==> src/rtl/svc_wd_pkg.sv <==
package svc_wd_pkg;
  // Strobes from the control to the datapath, valid within one cycle.
  typedef struct packed {
    logic clear;   // restart the timer and drop the latched timeout
    logic count;   // advance the timer by one
    logic expire;  // set the latched timeout on this edge
  } wdStrobe_t;
endpackage

==> src/rtl/svc_wd_datapath.sv <==
module svc_wd_datapath
  import svc_wd_pkg::*;
#(
  parameter int TIMEOUT_CYCLES = 320,
  parameter int SYNC_STAGES    = 2,
  localparam int CNT_W         = $clog2(TIMEOUT_CYCLES + 1)
) (
  input  logic             clk,
  input  logic             sysRst,
  input  logic             wdi,
  input  wdStrobe_t        strobes,
  output logic             edgeSeen,
  output logic             atLimit,
  output logic             nearLimit,
  output logic [CNT_W-1:0] cnt,
  output logic             expired
);
  logic [SYNC_STAGES-1:0] syncQ;
  logic                   prevQ;

  generate
    if (SYNC_STAGES == 1) begin : g_sync1
      always_ff @(posedge clk or posedge sysRst) begin
        if (sysRst) syncQ <= '0;
        else        syncQ <= wdi;
      end
    end else begin : g_syncN
      always_ff @(posedge clk or posedge sysRst) begin
        if (sysRst) syncQ <= '0;
        else        syncQ <= {syncQ[SYNC_STAGES-2:0], wdi};
      end
    end
  endgenerate

  always_ff @(posedge clk or posedge sysRst) begin
    if (sysRst) prevQ <= 1'b0;
    else        prevQ <= syncQ[SYNC_STAGES-1];
  end

  assign edgeSeen  = syncQ[SYNC_STAGES-1] ^ prevQ;
  assign atLimit   = (cnt == CNT_W'(TIMEOUT_CYCLES));
  assign nearLimit = (cnt == CNT_W'(TIMEOUT_CYCLES - 1));

  always_ff @(posedge clk or posedge sysRst) begin
    if (sysRst)             cnt <= '0;
    else if (strobes.clear) cnt <= '0;
    else if (strobes.count) cnt <= cnt + CNT_W'(1);
  end

  always_ff @(posedge clk or posedge sysRst) begin
    if (sysRst)              expired <= 1'b0;
    else if (strobes.clear)  expired <= 1'b0;
    else if (strobes.expire) expired <= 1'b1;
  end
endmodule

==> src/rtl/svc_wd_ctrl.sv <==
module svc_wd_ctrl
  import svc_wd_pkg::*;
(
  input  logic      edgeSeen,
  input  logic      atLimit,
  input  logic      nearLimit,
  output wdStrobe_t strobes
);
  // An edge always wins over a timeout due on the same clock edge.
  always_comb begin
    strobes.clear  = edgeSeen;
    strobes.count  = !edgeSeen && !atLimit;
    strobes.expire = !edgeSeen && nearLimit;
  end
endmodule

==> src/rtl/svc_watchdog.sv <==
module svc_watchdog
  import svc_wd_pkg::*;
#(
  parameter int TIMEOUT_CYCLES = 320,
  parameter int SYNC_STAGES    = 2,
  localparam int CNT_W         = $clog2(TIMEOUT_CYCLES + 1)
) (
  input  logic clk,
  input  logic sysRst,
  input  logic supplyOk,
  input  logic wdi,
  output logic wdoN
);
  wdStrobe_t        strobes;
  logic             edgeSeen;
  logic             atLimit;
  logic             nearLimit;
  logic [CNT_W-1:0] cnt;
  logic             expired;

  svc_wd_ctrl u_ctrl (
    .edgeSeen (edgeSeen),
    .atLimit  (atLimit),
    .nearLimit(nearLimit),
    .strobes  (strobes)
  );

  svc_wd_datapath #(
    .TIMEOUT_CYCLES(TIMEOUT_CYCLES),
    .SYNC_STAGES   (SYNC_STAGES)
  ) u_dp (
    .clk      (clk),
    .sysRst   (sysRst),
    .wdi      (wdi),
    .strobes  (strobes),
    .edgeSeen (edgeSeen),
    .atLimit  (atLimit),
    .nearLimit(nearLimit),
    .cnt      (cnt),
    .expired  (expired)
  );

  assign wdoN = supplyOk && !expired;
endmodule

==> config.mk <==
export PLATFORM = sky130hd
export DESIGN_NAME = svc_watchdog
export DESIGN_NICKNAME = d
export VERILOG_FILES = /design/src/rtl/svc_wd_pkg.sv /design/src/rtl/svc_wd_datapath.sv /design/src/rtl/svc_wd_ctrl.sv /design/src/rtl/svc_watchdog.sv
export SDC_FILE = /design/constraint.sdc
export NUM_CORES = 1
export LEC_CHECK = 0
export ABC_AREA = 1
export BUFFER_PORTS_ARGS = -buffer_cell sky130_fd_sc_hd__buf_2
export CAP_MARGIN = 20
export CORE_AREA = 2 2 39 41
export DETAILED_ROUTE_END_ITERATION = 10
export DIE_AREA = 0 0 41 43
export PLACE_DENSITY = 0.78
export SLEW_MARGIN = 0
export SYNTH_ARGS = -nofsm -noshare
export SYNTH_HDL_FRONTEND = slang
export SYNTH_SLANG_ARGS = --single-unit
export TNS_END_PERCENT = 50
==> constraint.sdc <==
create_clock -name clk -period 1.6 [get_ports clk]
set_clock_uncertainty 0.1 [all_clocks]
set_input_delay 0.32 -clock clk [delete_from_list [all_inputs] [get_ports clk]]
set_output_delay 0.32 -clock clk [all_outputs]
set_load 0.02 [all_outputs]
---- Yosys cells after proc, flatten, opt, wreduce, memory -nomap -nowiden ----
Cells that the tools add are included.
storage, ports and cells
  bits in latches ......................... 0
  word-level logic and storage cells ...... 20
  ROM bits ................................ 0
  bits in writable memories ............... 0
  memories kept ........................... 0
  bits of input ports ..................... 4
  output and inout port bits .............. 1
  flip-flop bits (word level) ............. 13
cells by class
  bitwise operators ....................... 1
  order comparisons ....................... 0
  divide/modulo/power cells ............... 0
  equal/unequal tests ..................... 2
  multiplexer cells ....................... 4
  shifts and indexed selects .............. 0
  multiply operators ...................... 0
  add/sub/neg operators ................... 1
  reduce and logical (&&, ||, !) cells .... 8
operators by type and width
  operator               count
  $eq A9 B9 Y1 const B   2
  $mux W9                2
  $add A9 B1 Y9 const B  1
  $reduce_bool A2 Y1     2
  $logic_and A1 B1 Y1    3
  $logic_not A1 Y1       3
  $mux W1                2
  $xor A1 B1 Y1          1

---- Depth between registers and ports, before layout ----
Gate-level depths: netlist of run 1.
  depth after elaboration ................. 5
  mapped depth ............................ 7
  mapped depth without buffers ............ 7

---- By module ----
A second synthesis of run 1 with hierarchy kept.
second synthesis, totals
  cells, all modules ...................... 86
  area, all modules ....................... 684.4 sq um
modules (own cells, without submodules)
  module           times used  cells each  area an instance (sq um)  seq. area each (sq um)
  svc_wd_datapath  1           80          655.6                     325.3
  svc_wd_ctrl      1           4           18.8                      0.0
  svc_watchdog     1           2           10.0                      0.0

---- Worst setup path before layout of run 1 ----
No wires, ideal clock.
  path kind ............................... register -> register
  start point ............................. register u_dp.cnt[0]
  end point ............................... register u_dp.cnt[0]
  data required time ...................... 1.382 ns
  slack ................................... 0.381 ns
  arrival ................................. 1.001 ns
  cell stages (with the launch flop) ...... 8
  buffers on the path ..................... 0
  library setup time ...................... 0.118 ns
  clock period less this slack ............ 1.219 ns
  cells stage by stage .................... dfrtp_1 inv_1 ha_1 nand2_1 nor2_1 nand2_1 nand3_1 nand2_1
on the way
  longest elaborated chain between the ends .. 4
  elaborated cells on any way between the ends .. 7
  classes of those cells .................. 1 x add/sub; 1 x eq/ne; 2 x mux; 3 x reduce/logical
RTL lines
  element                                                line                   RTL
  from (decl)                                            svc_wd_datapath.sv:15  output logic [CNT_W-1:0] cnt,
  from (signal assigned)                                 svc_wd_datapath.sv:47  else if (strobes.count) cnt <= cnt + CNT_W'(1);
  branches (longest 4 deep; another with $add A9 B1 Y9)  --
Several ways; the timed one is not identified. The select of a mux whose other input is x is not followed.
A chain may end at the register's enable or synchronous reset.

---- Worst setup path in the final report of run 1 ----
  start point ............................. register u_dp.cnt[0]
  end point ............................... register u_dp.cnt[1]
Same word-level chain as after synthesis.

==> results by group, run 1 <==
Setup path
  • Reg-to-reg startpoint: u_dp.cnt[0]$_DFFE_PP0P_
  • CP Max Fanout: 5
  • Worst Path Arrival: 1.39 ns
  • R2R depth: 7
  • Critical Path Start: u_dp.cnt[0]$_DFFE_PP0P_
  • Crit-path cells: inv_1 -> ha_1 -> nand2_1 -> nor2_1 -> nand2_1 -> nand3_1 -> nand2_1
  • Setup slack, reg-to-reg: 0.27 ns
  • Crit-path slowest cell: dfrtp_1
  • Worst reg2reg path endpoint: u_dp.cnt[1]$_DFFE_PP0P_
  • CP peak stage delay: 0.42 ns
  • Most prevalent standard cell on the critical path: nand2_1
  • Required time worst endpoint: 1.66 ns
  • WS Path Type: reg -> reg
  • Worst setup SP type: register
  • Capturing element type of the critical path: register
  • Crit path to: u_dp.cnt[1]$_DFFE_PP0P_

Finish
  • Layout net count: 104
  • Share of post-route cells with drive strength above 1: 13.4%
  • Layout area overhead: 11.3%
  • Final core utilization: 54.2%
  • Diodes inserted: 0

Synth
  • Most used flip-flop cell after synthesis: dfrtp_1
  • Number of distinct library cells after synthesis: 15
  • Register area share after synthesis: 48.3%
  • Post-Syn Nets: 94
  • Post-synth ARST share: 100%
  • Yosys top cell by area: dfrtp_1
  • Syn avg cell area: 7.65 um^2
  • Post-synth EDFFs: 0
  • Most numerous cell in the Yosys netlist: nand2_1
  • Commonest cells in the netlist: nand2_1, inv_1, dfrtp_1
  • Yosys Warn Count: 0
  • Mapped cell area: 673 um^2
  • Share of the synthesized area in the top cell type: 48.3%
  • Syn Inst Count: 88
  • Flops & latches, synth: 13
  • Top post-synthesis cells by area: dfrtp_1, nand2_1, inv_1, nor2_1, nand3_1

Placement
  • DP HPWL: 889 um
  • Gpl congestion: 0.847
  • Pre-CTS setup slack: 0.277 ns
  • # port buffers: 4

Die
  • Die width: 41 um
  • Core Region: 0.00138 mm^2
  • Chip height: 43 um
  • Num ports: 5
  • FP Rows: 14
  • Die Area: 0.00176 mm^2
  • Initial core utilization: 48.6%

STA
  • Hold Fails Final Rpt: 0
  • Final worst-path cycle share: 83.3%
  • Crit path time final: 1.33 ns
  • Final number of setup-violating endpoints: 0
  • Worst slew margin: 67.7%
  • Worst slew pin tran: 0.484 ns
  • PnR worst setup slack: 0.266 ns
  • RSZ-0062 raised after global routing: false
  • Max-slew violations: 0
  • Post-Route Setup TNS: 0 ns
  • Achievable Freq: 750 MHz

Clock tree
  • CTS max path bufs: 2
  • Clock tree from TritonCTS: done
  • CTS sink cnt: 13
  • Root Buffer: clkbuf_4
  • CTS H-tree lvls: 1
  • Clock slew seen by the registers of the worst setup and hold paths: 0.07 ns
  • Clk_lat worst skew: 0.27 ns
  • Post-CTS resize count: 0
  • Post-CTS setup buffer count: 0
  • Num CTS Buffers: 3
  • Hold-fix buffers at CTS: 1

Routing
  • Wirelength, routed: 1.15 mm
  • Vias: 535
  • Drt drc: 0
  • Initial DRC count: 10
  • Routed Antenna Nets: 0
  • WL/cell: 10.2 um
  • TritonRoute pass-1 iters: 4
  • Vias per cell: 4.73

Global routing
  • First-pass GRT wire length: 1.82 mm
  • Overflow after GRT: 0
  • Tot GR Track Use: 16.5%
  • Initial antenna violation count: 0
  • Largest net degree at the start of global routing: 14
  • Vias in the first global route: 451

Outcome
  • Status: finished, final reports clean

Power
  • Lkg Pwr: 0.384 nW
  • PwrDens: 797 mW/mm^2
  • Power Total: 598 uW
  • Max VDD drop: 0.554 mV

Worst hold path
  • Hold Startpoint: wdi
  • Worst Hold Class: in -> reg

Job
  • Max cap viols: 0
[per-layer routing]
metal | GRT usage, % | vias up | wire (um)
li1 | - | 289 | -
met1 | 24.2 | 235 | 592
met2 | 20.9 | 7 | 505
met3 | 1.57 | 4 | 22
met4 | 14.0 | 0 | 31
met5 | 0 | - | 0
[where the power goes]
part	leakage [nW]	switching (mW)	total [mW]	internal, mW
sequential	0.173	0.0109	0.350	0.339
clock	0.0150	0.0991	0.196	0.0966
combinational	0.197	0.0331	0.0520	0.0189
total	0.384	0.143	0.598	0.454
[worst min-delay path by stage]
stage	endpoint	slack (ns)	depth (start not counted)
5_1_grt	u_dp.syncQ[0]$_DFF_PP0_	0.04	1
3_5_place_dp	u_dp.syncQ[1]$_DFF_PP0_	0.24	0
3_3_place_gp	u_dp.syncQ[1]$_DFF_PP0_	0.24	0
4_1_cts	u_dp.syncQ[0]$_DFF_PP0_	0.04	1
2_1_floorplan	u_dp.cnt[0]$_DFFE_PP0P_	0.1	1
6_report	u_dp.syncQ[0]$_DFF_PP0_	0.05	1
[stage by stage]
| step | cells | cell area (um^2) | hold WS (ns) |
|---|---|---|---|
| detailed placement | 108 | 713 | 0.240 |
| finish | 113 | 749 | 0.0549 |
| global placement | 108 | 713 | 0.238 |
| CTS | 113 | 749 | 0.0410 |
| floorplan | 88 | 673 | 0.0970 |
| global route | 113 | 749 | 0.0351 |
[critical path: cells and delay by family (launching register included)]
| family | cells | cell delay, ns |
|---|---|---|
| and+or+nand+nor | 5 | 0.47 |
| DFF | 1 | 0.42 |
| adders and majority gates | 1 | 0.14 |
| buffers and inverters | 1 | 0.10 |
[area by class of cell]
cell class              instances  area (um^2)
clock buffers                   4         26.3
repair buffers                  5         30.0
flip-flops and latches         13          325
well taps                      16         20.0
multi-input cells              58          284
inverters                      17         63.8
fillers                       126          634
[cell families after synthesis]
kind of cell    Yosys count  share of synthesized area [%]
xor+xnor                  1                           1.30
buf+inv                  17                           9.48
fa+ha+maj                 2                           3.72
compound gates            7                           5.58
flops                    13                           48.3
simple gates             48                           31.6
[flip-flops by register name, indices dropped and copies added (netlist names)]
signal	cells
u_dp.expired	1
u_dp.prevQ	1
u_dp.syncQ	2
u_dp.cnt	9
[layout by cell type (no fill, tap or decap), types with 2 or more instances in the layout]
cell | synthesis | final
ha_1 | 2 | 2
nand2_2 | 2 | 2
a21oi_1 | 5 | 5
nand3_1 | 7 | 7
dfrtp_1 | 13 | 13
nand2_1 | 23 | 23
nor2_1 | 10 | 10
clkinv_1 | 2 | 2
nand4_1 | 2 | 2
buf_2 | 0 | 4
clkbuf_4 | 0 | 3
nor2_2 | 3 | 3
inv_1 | 15 | 15
No activity file was read; power rests on OpenSTA's default activity.
==> run 2, diff against run 1 <==
==> constraint.sdc (replaced) <==
create_clock -name clk -period 1.3 [get_ports clk]
set_clock_uncertainty 0.1 [all_clocks]
set_input_delay 0.26 -clock clk [delete_from_list [all_inputs] [get_ports clk]]
set_output_delay 0.26 -clock clk [all_outputs]
set_load 0.02 [all_outputs]
==> run 2 against run 1 <==
Sequential share of layout area is 2.2 points lower. Cell count up 2.7%. Register-to-register slack got worse by 0.22 ns. Non-clock buffer count grew 3. Clock-buffer cell count stayed put. Power grew 26%. First-iteration DRC count is 80% higher. Clock power rose by 24%. Critical path type unchanged. Largest power group unchanged. Highest routed layer unchanged.
==> results by group, run 2 (synthesized netlist as in run 1, its figures left out) <==
Setup path
  • Reg-to-reg startpoint: u_dp.cnt[1]$_DFFE_PP0P_
  • WS Path Type: reg -> reg
  • Setup slack, reg-to-reg: 0.05 ns (-0.22 ns)
  • Capturing element type of the critical path: register
  • R2R depth: 6 (-1)
  • Required time worst endpoint: 1.37 ns (-0.29 ns)
  • CP Max Fanout: 4 (-1)
  • Worst Path Arrival: 1.32 ns (-0.07 ns)
  • Worst setup SP type: register
  • Worst reg2reg path endpoint: u_dp.cnt[6]$_DFFE_PP0P_

Finish
  • Layout net count: 107 (+2.9%)
  • Share of post-route cells with drive strength above 1: 18.0% (+4.6 points)
  • Filler cell count: 124 (-1.6%)
  • Area of the multi-input gates: 297 um^2 (+4.4%)
  • Register area: 325 um^2 (unchanged)
  • Most frequent cells in the layout: nand2_1, inv_1, dfrtp_1
  • Diodes inserted: 0 (unchanged)
  • Non-Filler Instances: 116 (+2.7%)
  • Layout area overhead: 17.3%
  • Biggest regs: u_dp.cnt x9, u_dp.syncQ x2
  • Top reg by flops: u_dp.cnt
  • Max FFs per register: 9 (unchanged)
  • Commonest non-fill, non-tap cell in the layout: nand2_1

Placement
  • Gpl congestion: 0.885 (+4.5%)
  • Inst Count DP: 109 (+0.93%)
  • DP HPWL: 863 um (-2.9%)
  • # port buffers: 4 (unchanged)

Global routing
  • Initial antenna violation count: 0 (unchanged)
  • First-pass GRT wire length: 2.00 mm (+9.9%)
  • Largest net degree at the start of global routing: 14 (unchanged)
  • Overflow after GRT: 0 (unchanged)
  • Vias in the first global route: 486 (+7.8%)
  • Tot GR Track Use: 18.0% (+1.5 points)

Die
  • Num ports: 5 (unchanged)
  • Die width: 41 um (unchanged)
  • Core Region: 0.00138 mm^2 (unchanged)
  • FP Rows: 14 (unchanged)
  • Initial core utilization: 48.6% (unchanged)
  • Die Area: 0.00176 mm^2 (unchanged)
  • Chip height: 43 um (unchanged)

Power
  • PwrDens: 955 mW/mm^2 (+20%)
  • Clock power share: 32.4% (-0.3 points)
  • Max VDD drop: 0.596 mV (+7.5%)
  • Combinational power share: 10.6% (+1.9 points)
  • Internal: 570 uW (+26%)
  • Psw: 183 uW (+28%)
  • Switching Fraction: 24.3% (+0.38 points)
  • Lkg Pwr: 0.397 nW (+3.2%)
  • Power Total: 754 uW (+26%)
  • Sequential Power Share: 57.0% (-1.6 points)

Outcome
  • Status: finished, final reports clean

STA
  • Worst slew pin tran: 0.503 ns (+0.0192 ns)
  • Final worst-path cycle share: 96.4% (+13 points)
  • RSZ-0062 raised after global routing: true
  • Worst slew margin: 66.4% (-1.3 points)
  • Hold Fails Final Rpt: 0 (unchanged)
  • Achievable Freq: 798 MHz (+6.4%)
  • Crit path time final: 1.25 ns (-0.0806 ns)
  • Final number of setup-violating endpoints: 0 (unchanged)
  • Max-slew violations: 0 (unchanged)

Routing
  • Wirelength, routed: 1.21 mm (+5.3%)
  • Vias per cell: 4.81 (+1.6%)
  • Initial DRC count: 18 (+8)
  • WL/cell: 10.4 um (+2.6%)
  • Drt drc: 0 (unchanged)
  • TritonRoute pass-1 iters: 4 (unchanged)
  • Routed Antenna Nets: 0 (unchanged)
  • Vias: 558 (+4.3%)

Clock tree
  • Clk_lat worst skew: 0.27 ns (about the same)
  • Clock tree from TritonCTS: done
  • CTS sink cnt: 13 (unchanged)
  • Root Buffer: clkbuf_4
  • Clock slew seen by the registers of the worst setup and hold paths: 0.07 ns (about the same)
  • CTS H-tree lvls: 1 (unchanged)
  • CTS max path bufs: 2 (unchanged)
  • Num CTS Buffers: 3 (unchanged)

Worst hold path
  • Worst Hold Class: reg -> reg
  • Hold EP: u_dp.syncQ[1]$_DFF_PP0_
  • Hold Startpoint: u_dp.syncQ[0]$_DFF_PP0_
  • WHS Path Cells: 0 (-1)

Job
  • Max cap viols: 0 (unchanged)
run 2: worst max path at each step:
stage	slack [ns]	start	depth (start not counted)	endpoint
finish	0.05	u_dp.cnt[1]$_DFFE_PP0P_	6	u_dp.cnt[6]$_DFFE_PP0P_
global placement	0.02	u_dp.cnt[0]$_DFFE_PP0P_	7	u_dp.cnt[1]$_DFFE_PP0P_
floorplan	0.08	u_dp.cnt[0]$_DFFE_PP0P_	7	u_dp.cnt[0]$_DFFE_PP0P_
global route	-0.05	u_dp.cnt[1]$_DFFE_PP0P_	6	u_dp.cnt[6]$_DFFE_PP0P_
detailed placement	-0.01	u_dp.cnt[0]$_DFFE_PP0P_	7	u_dp.cnt[1]$_DFFE_PP0P_
CTS	0.01	u_dp.cnt[0]$_DFFE_PP0P_	7	u_dp.cnt[1]$_DFFE_PP0P_
run 2: power groups by stage:
stage	clock, mW	combinational (mW)	sequential [mW]
floorplan	0	0.0464	0.436
detailed placement	0	0.0666	0.438
CTS	0.258	0.0724	0.430
global placement	0	0.0654	0.437
finish	0.244	0.0799	0.430
global route	0.275	0.0900	0.432
run 2: metal layers:
metal / part of all wire, % / track usage, % / vias up
li1: - / - / 295
met1: 46 / 23.8 / 251
met2: 49 / 24.1 / 9
met3: 2.5 / 4.71 / 3
met4: 2.4 / 14.0 / 0
met5: 0 / 0 / -
run 2: area by class of cell:
cell class	count	area share, %
inverters	17	8.08
clock buffers	4	3.33
well taps	16	2.54
multi-input cells	58	37.6
flip-flops and latches	13	41.2
repair buffers	8	7.29
run 2: timing repair:
| item | in CTS | in global routing |
|---|---|---|
| hold endpoints to repair | 14 | 0 |
| hold buffers | 2 | 0 |
| setup endpoints to repair | 2 | 8 |
| pin swaps | 0 | 2 |
| setup buffers | 0 | 1 |
| cloned | 0 | 0 |
| gates resized for setup | 1 | 4 |
run 2: worst max-delay path, stage by stage, from the launching register on:
cell and delay [ns]:
dfrtp_1 0.40, ha_2 0.22, nand3_2 0.11, nor2_1 0.14, nand2_1 0.06, nand2_1 0.07, nor2_1 0.04
run 2: per-stage QoR:
step	TNS, ns	hold slack, ns	setup WS, ns	area, um^2	util [%]
after global placement	0	0.201	0.0189	721	52.1
final	0	0.257	0.0471	790	57.1
after global routing	-0.156	0.272	-0.0471	790	57.1
after CTS	0	0.263	0.0136	769	55.6
after detailed placement	-0.00967	0.206	-0.00967	721	52.1
after floorplan	0	0.0370	0.0811	673	-
